$ cat src/rtl/pdiv_pkg.sv
package pdiv_pkg;

  // Number of ticks in one half period for a given ratio code.
  function automatic int half_ticks(input int code);
    return 1 << code;
  endfunction

endpackage

$ cat src/rtl/pdiv_ratio_hold.sv
module pdiv_ratio_hold #(
  parameter int RATIO_W = 2
) (
  input  logic               clk,
  input  logic               rst,
  input  logic [RATIO_W-1:0] ratio_sel,
  input  logic               wrap,
  output logic [RATIO_W-1:0] active_q
);

  // The live ratio is swapped only at the high-to-low boundary.
  always_ff @(posedge clk) begin
    if (rst)       active_q <= ratio_sel;
    else if (wrap) active_q <= ratio_sel;
  end

endmodule

$ cat src/rtl/pdiv_phase_cnt.sv
module pdiv_phase_cnt
  import pdiv_pkg::*;
#(
  parameter int RATIO_W = 2,
  parameter int CNT_W   = 3
) (
  input  logic               clk,
  input  logic               rst,
  input  logic [RATIO_W-1:0] active,
  output logic               phase_nxt,
  output logic               wrap
);

  localparam int NUM_RATIOS = 1 << RATIO_W;

  logic [CNT_W-1:0]      cnt_q;
  logic                  phase_q;
  logic [NUM_RATIOS-1:0] term_vec;
  logic                  term;

  // One terminal-count comparator per ratio code.
  for (genvar i = 0; i < NUM_RATIOS; i++) begin : g_term
    assign term_vec[i] = (cnt_q == CNT_W'(half_ticks(i) - 1));
  end

  assign term      = term_vec[active];
  assign wrap      = phase_q & term;
  assign phase_nxt = phase_q ^ term;

  always_ff @(posedge clk) begin
    if (rst) begin
      cnt_q   <= '0;
      phase_q <= 1'b0;
    end else begin
      cnt_q   <= term ? '0 : cnt_q + CNT_W'(1);
      phase_q <= phase_nxt;
    end
  end

  a_r1_cnt_in_range: assert property (@(posedge clk) disable iff (rst)
    int'(cnt_q) < half_ticks(int'(active)));

endmodule

$ cat src/rtl/pdiv_out_gate.sv
module pdiv_out_gate (
  input  logic clk,
  input  logic rst,
  input  logic oe,
  input  logic wrap,
  input  logic phase_nxt,
  output logic gate_q,
  output logic out_p,
  output logic out_n
);

  logic gate_nxt;
  logic out_q;

  // The enable is sampled only where a high phase ends.
  assign gate_nxt = wrap ? oe : gate_q;

  always_ff @(posedge clk) begin
    if (rst) begin
      gate_q <= 1'b0;
      out_q  <= 1'b0;
    end else begin
      gate_q <= gate_nxt;
      out_q  <= phase_nxt & gate_nxt;
    end
  end

  // Both sides of the pair come from the same register.
  assign out_p = out_q;
  assign out_n = ~out_q;

  a_r5_gate_moves_low: assert property (@(posedge clk) disable iff (rst)
    !$stable(gate_q) |-> !out_q);

endmodule

$ cat src/rtl/clk_post_div.sv
module clk_post_div
  import pdiv_pkg::*;
#(
  parameter int RATIO_W = 2
) (
  input  logic               clk,
  input  logic               rst,
  input  logic [RATIO_W-1:0] ratio_sel,
  input  logic               oe,
  output logic               out_p,
  output logic               out_n
);

  localparam int NUM_RATIOS = 1 << RATIO_W;
  localparam int CNT_W      = (NUM_RATIOS > 2) ? NUM_RATIOS - 1 : 1;

  logic [RATIO_W-1:0] active;
  logic               wrap;
  logic               phase_nxt;
  logic               gate_q;

  pdiv_ratio_hold #(.RATIO_W(RATIO_W)) ratio_i (
    .clk      (clk),
    .rst      (rst),
    .ratio_sel(ratio_sel),
    .wrap     (wrap),
    .active_q (active)
  );

  pdiv_phase_cnt #(.RATIO_W(RATIO_W), .CNT_W(CNT_W)) cnt_i (
    .clk      (clk),
    .rst      (rst),
    .active   (active),
    .phase_nxt(phase_nxt),
    .wrap     (wrap)
  );

  pdiv_out_gate gate_i (
    .clk      (clk),
    .rst      (rst),
    .oe       (oe),
    .wrap     (wrap),
    .phase_nxt(phase_nxt),
    .gate_q   (gate_q),
    .out_p    (out_p),
    .out_n    (out_n)
  );

  // Assertion support: length of the current high run.
  int hi_len;
  always_ff @(posedge clk) begin
    if (rst)        hi_len <= 0;
    else if (out_p) hi_len <= hi_len + 1;
    else            hi_len <= 0;
  end

  a_r2_full_high: assert property (@(posedge clk) disable iff (rst)
    $fell(out_p) |-> hi_len == half_ticks(int'($past(active))));

  a_r6_swap_at_low: assert property (@(posedge clk) disable iff (rst)
    !$stable(active) |-> !out_p);

  a_r4_parked: assert property (@(posedge clk) disable iff (rst)
    (!gate_q && !$past(gate_q)) |-> !out_p);

endmodule

$ cat config.mk
export PLATFORM = sky130hd
export DESIGN_NAME = clk_post_div
export DESIGN_NICKNAME = d
export VERILOG_FILES = /design/src/rtl/pdiv_pkg.sv /design/src/rtl/pdiv_ratio_hold.sv /design/src/rtl/pdiv_phase_cnt.sv /design/src/rtl/pdiv_out_gate.sv /design/src/rtl/clk_post_div.sv
export SDC_FILE = /design/constraint.sdc
export NUM_CORES = 1
export LEC_CHECK = 0
export ABC_AREA = 1
export BUFFER_PORTS_ARGS = -buffer_cell sky130_fd_sc_hd__buf_2
export CAP_MARGIN = 20
export CORE_UTILIZATION = 25
export CTS_BUF_LIST = sky130_fd_sc_hd__clkbuf_16
export CTS_CLUSTER_DIAMETER = 150
export CTS_CLUSTER_SIZE = 16
export DETAILED_ROUTE_END_ITERATION = 6
export GPL_TIMING_DRIVEN = 0
export PLACE_DENSITY = 0.48
export SYNTH_ARGS = -nofsm -noshare
export SYNTH_HDL_FRONTEND = slang
export SYNTH_SLANG_ARGS = --single-unit
$ cat constraint.sdc
create_clock -name clk -period 1.68 [get_ports clk]
set_clock_uncertainty 0.05 [all_clocks]
set_input_delay 0.336 -clock clk [delete_from_list [all_inputs] [get_ports clk]]
set_output_delay 0.336 -clock clk [all_outputs]
set_load 0.05 [all_outputs]
After elaboration in Yosys (flattened, before gate mapping):

Cells that the tools add are included.

* input port bits: 5
* latch bits: 0
* memory bits (writable): 0
* ROM bits: 0
* word-level logic and storage cells: 22
* memories kept: 0
* bits in registers: 8

* divide/modulo/power cells: 0
* $mul: 0
* equality and inequality tests: 3
* $lt $le $gt $ge: 1
* shift operators: 0
* reduce and logical (&&, ||, !) cells: 3
* bitwise logic cells: 4
* multiplexer cells: 5
* add/subtract/negate cells: 1

Operators with widths (number)
* 2-bit 2-to-1 mux: 2
* 3-bit by 1-bit adder with 3-bit output (second input constant): 1
* 3-bit by 1-bit equality test with 1-bit output (second input constant): 1
* 3-bit by 2-bit equality test with 1-bit output (second input constant): 1
* 3-bit equality test (second input constant): 1
* 3-bit zero test: 1
* 2-bit by 3-bit < comparator with 1-bit output (second input constant): 1
* 1-bit AND: 2
* 1-bit binary-select mux with 2-bit select: 1
* 1-bit 2-to-1 mux: 2
* 2-bit nonzero test: 1
* 2-bit OR reduction: 1
* 1-bit inverter: 1
* 1-bit XOR: 1

Logic depth before layout (Yosys ltp):

* word-level depth: 6
* mapped depth: 10

By module:

Synthesis repeated with hierarchy kept, for this count alone.

* cell total of the unflattened synthesis: 52
* area total of the unflattened synthesis: 425.4 µm²

By module, submodules not included
* pdiv_phase_cnt: seq. area each 80.1 µm², cells each 34, times used 1, area each 264.0 µm²
* pdiv_out_gate: seq. area each 40.0 µm², cells each 13, times used 1, area each 90.1 µm²
* pdiv_ratio_hold: seq. area each 60.1 µm², cells each 5, times used 1, area each 71.3 µm²

Least setup slack after synthesis:

OpenSTA, ideal clock, no wires.

* kind: flip-flop to flip-flop
* from: register cnt_i.cnt_q[0]
* to: register gate_i.out_q (netlist: gate_i.out_p)
* path buffers: 0
* path slack: 119 ps
* stages on the path, launching flop included: 10
* arrival time: 1419 ps
* setup time: 92 ps
* clock period less this slack: 1561 ps
* data required time: 1538 ps
* cell sequence: dfxtp_1 > ha_1 > ha_1 > inv_1 > nand2_1 > nand3_2 > nand2_1 > ha_1 > inv_1 > nor4_1

* elaborated cells on any way between the ends: 10

RTL lines
* start, declared: RTL line pdiv_phase_cnt.sv:16 `logic [CNT_W-1:0] cnt_q;`
* start signal, assigned: RTL line pdiv_phase_cnt.sv:35 `cnt_q <= term ? '0 : cnt_q + CNT_W'(1);`
* 3-bit by 1-bit equality test with 1-bit output (tied with other cells): RTL line pdiv_phase_cnt.sv:23 `assign term_vec[i] = (cnt_q == CNT_W'(half_ticks(i) - 1));`
* 1-bit binary-select mux with 2-bit select (*): RTL line pdiv_phase_cnt.sv:26 `assign term = term_vec[active];`
* 1-bit 2-to-1 mux (implied by the code) (*): RTL line pdiv_phase_cnt.sv:26
* 1-bit XOR (*): RTL line pdiv_phase_cnt.sv:28 `assign phase_nxt = phase_q ^ term;`
* net cnt_i.phase_nxt: RTL line pdiv_phase_cnt.sv:10 `output logic phase_nxt,`
* 1-bit AND (*): RTL line pdiv_out_gate.sv:24 `out_q <= phase_nxt & gate_nxt;`
* end signal, assigned: RTL line pdiv_out_gate.sv:24
* end, declared: RTL line pdiv_out_gate.sv:13 `logic out_q;`

The timed path passes the listed nets; every way through them passes the cells marked *. The select of a mux whose other input is x is not followed.
A chain may end at the register's enable or synchronous reset.

Worst setup path in the final report:

Ends and elaborated chain as after synthesis.

==> results <==
- The filler cell count is 126.
- Summed over all nets, the half-perimeter wirelength after detailed placement is 417 um.
- The number of pins exceeding their max-slew limit in the final report came to 0.
- The worst min-delay path class is input port to register.
- The analysis attributes to cell leakage a power of 0.264 nW.
- Summed over its instances, the top area cell type makes up 30.5% of the synthesized netlist area.
- Measured along the y axis, the die boundary spans 41.7 um.
- The launching point of the worst reg2reg path is cnt_i.cnt_q[0].
- The critical path in this run is classified as register to register.
- Post-CTS repair changed the size of 0 cells.
- The die area is 1740 um2.
- The worst relative slew slack is 83.5%.
- The clock latency of the later-clocked register in the worst-skew pair is 230 ps.
- Buffers added to address setup during post-CTS repair amount to 0.
- STA classifies the critical path startpoint as a register.
- Sorting the synthesized cells by area gives the leading types as sky130_fd_sc_hd__dfxtp_1, sky130_fd_sc_hd__ha_1, sky130_fd_sc_hd__edfxtp_1.
- At the end of the flow, the number of nets in the layout was 67.
- The number of nets handed over by synthesis was 56.
- The hold buffer count at CTS is 0.
- After detailed routing, the total wire length is 571 um.
- The run finished with clean final reports.
- The total core area is around 1400 um2.
- The total power consumption of the routed design is 0.730 mW.
- The library cell contributing the largest single delay on the critical path is sky130_fd_sc_hd__dfxtp_4.
- The number of global-route vias before repair is 255.
- The power per cell area is 1270 nW/um2.
- The number of failing hold endpoints at the final stage is 0.
- The wire length of the first global-routing pass is 945 um.
- The total number of vias is 284.
- The repair_antennas step left the layout with diodes totalling 0.
- The detailed-router iteration count before antenna repair is 3.
- The transition at the pin with the smallest max-transition slack is 249 ps.
- sky130_fd_sc_hd__dfxtp_1 takes more of the synthesized area than any other cell.
- The total grt overflow is 0.
- The final setup TNS is 0 ps.
- The count of nets left with antenna violations once routing finished came out at 0.
- Once layout is complete, the cells apart from fillers number 70.
- For this run, design rule violations remaining after detail routing come to 0.
- The proportion of layout cells with a drive suffix above 1 is 38.2%.
- The startpoint identified for the worst hold timing path is ratio_sel[0].
- In this run the deepest clock path goes through 2 buffers.
- The maximum single-stage delay on the critical path is 350 ps.
- After synthesis the cells add up to 394 um2.
- The maximum fanout along the worst path is 4.
- In this run the core area contains 13 standard-cell rows.
- The final setup violation count is 0.
- Yosys printed 0 warnings.
- After detailed placement, the total cell area comes to 443 um2.
- Across the VDD grid, the largest voltage drop is approximately 0.00067 V.
- The final period demand of the worst path is around 1600 ps.
- The pin count of the biggest net entering global routing is 6.
- At the end of routability-driven placement, the weighted congestion stood at a little over 0.6.
- After synthesis the netlist holds a flip-flop and latch count of 8.
- The fraction of the yosys area taken by sequential cells is 45.7%.
- The instance count of the mapped netlist is 45.
- The number of placed instances, taps included, is 66.
- The port buffer count is 6.
- The die is 41.7 um wide.
- The area occupied by multi-input gates is between 200 and 250 um2.
- The tree built by TritonCTS fans out to 8 sinks.
- The initial antenna violation count was 0.
- In the routed layout, each cell is associated on average with a via count of 4.06.
- Based on the critical path, the design can be clocked at up to 633 MHz.
- The critical path goes through ha_4 -> ha_4 -> inv_2 -> nand2_2 -> nand3_2 -> nand2_1 -> ha_1 -> inv_2 -> nor4_2.
- The buffer type at the clock tree root is sky130_fd_sc_hd__clkbuf_16.
- The kind of end point of the critical path is a register.
- The most critical setup path has its startpoint at cnt_i.cnt_q[0].
- The area added between synthesis and finish is 45.4%.
- The number of distinct standard cells referenced by the synthesized netlist is 9.
- The CTS tree is done.
- The clock-pin slew reported for the worst setup and hold paths after clock tree synthesis is 40 ps.
- The number of I/O pins is 7.
- Across the run, the number of max-cap violations was 0.
- The ratio of final minimum period to clock period is 94.1%.
- The register area is 185 um2.
- The initial utilization of the core area, before any placement, comes to 28.5%.
- The worst endpoint required time is between 1500 and 2000 ps.
- Clock tree synthesis inserted a total of 3 buffers.
- Data arrives at the worst endpoint at 1680 ps.
- CTS built an H-tree with a depth of 1.
- A synthesized cell averages 8.76 um2.
- For this run, the total global-route usage over all layers was measured as 7.76%.
- The final routed wire length divided by cell count is approximately 8.2 um.
- Across all hold checks on the routed design, the worst slack comes to about 230 ps.
- Summing all non-filler instances in the final layout gives an area of 573 um2.
- After the first detailed-routing iteration, the DRC count stood at 4.
==> per-stage QoR <==
step                utilization (%)  worst slack, ps
floorplan                         -              119
global placement               32.0             17.9
detailed placement             32.0             23.8
CTS                            37.7             11.3
global route                   41.4            -8.80
finish                         41.4             99.2
==> worst max-delay path, delay by kind of cell, from the launching register on <==
family | cells | cell delay (ps)
buf+inv | 2 | 80
fa+ha+maj | 3 | 600
flops | 1 | 350
simple gates | 4 | 400
==> synthesized netlist by cell type <==
library cell,number
sky130_fd_sc_hd__dfxtp_1,6
sky130_fd_sc_hd__edfxtp_1,2
sky130_fd_sc_hd__ha_1,6
sky130_fd_sc_hd__inv_1,13
sky130_fd_sc_hd__nand2_1,6
sky130_fd_sc_hd__nand3_2,3
sky130_fd_sc_hd__nor2_1,7
sky130_fd_sc_hd__nor3_1,1
sky130_fd_sc_hd__nor4_1,1
==> metal layers <==
layer  routed length (um)  share of wire [%]  GRT usage [%]
met2                  283                 50           10.6
met3                   20                3.5           3.91
met5                    0                  0              0
met1                  233                 41           7.51
met4                   34                6.0           9.68
==> cells by family after synthesis <==
kind of cell               synth area share [%]
buffers and inverters                      12.4
adders and majority gates                  19.0
and+or+nand+nor                            22.9
DFF                                        45.7
==> final timing paths <==
check | end | slack [ps] | depth (start not counted)
worst max-delay path | gate_i.out_p | 100 | 9
worst min-delay path | ratio_i.active_q[0] | 230 | 1
worst max register to register | gate_i.out_p | 100 | 9
worst min register to register | cnt_i.cnt_q[0] | 390 | 1
==> report_power, final <==
part | switching [mW] | total, mW | internal, mW
Sequential | 0.0134 | 0.234 | 0.221
Clock | 0.0887 | 0.398 | 0.309
Combinational | 0.0607 | 0.0973 | 0.0366
Total | 0.163 | 0.730 | 0.567
==> flip-flops by register name (all words and copies together), names as in the netlist <==
name              cells
cnt_i.phase_q         1
cnt_i.cnt_q           3
gate_i.out_p          1
ratio_i.active_q      2
gate_i.gate_q         1
==> final cells by class <==
cell class	instances	area share [%]
Sequential cell	8	32.3
Timing Repair Buffer	6	5.24
Tap cell	15	3.28
Clock buffer	3	13.1
Inverter	13	8.52
Clock inverter	1	0.655
Multi-Input combinational cell	24	36.9
==> placed cells by master (no fill, tap or decap) <==
cell type,n
sky130_fd_sc_hd__dfxtp_2,1
sky130_fd_sc_hd__clkbuf_16,3
sky130_fd_sc_hd__nor4_2,1
sky130_fd_sc_hd__buf_2,6
sky130_fd_sc_hd__nor3_1,1
sky130_fd_sc_hd__ha_1,3
sky130_fd_sc_hd__inv_2,2
sky130_fd_sc_hd__ha_4,3
sky130_fd_sc_hd__inv_1,12
sky130_fd_sc_hd__nand2_1,5
sky130_fd_sc_hd__nand2_2,1
sky130_fd_sc_hd__edfxtp_1,2
sky130_fd_sc_hd__nor2_1,7
sky130_fd_sc_hd__dfxtp_1,4
sky130_fd_sc_hd__nand3_2,3
sky130_fd_sc_hd__dfxtp_4,1
Power figures use the tool's default switching activity.
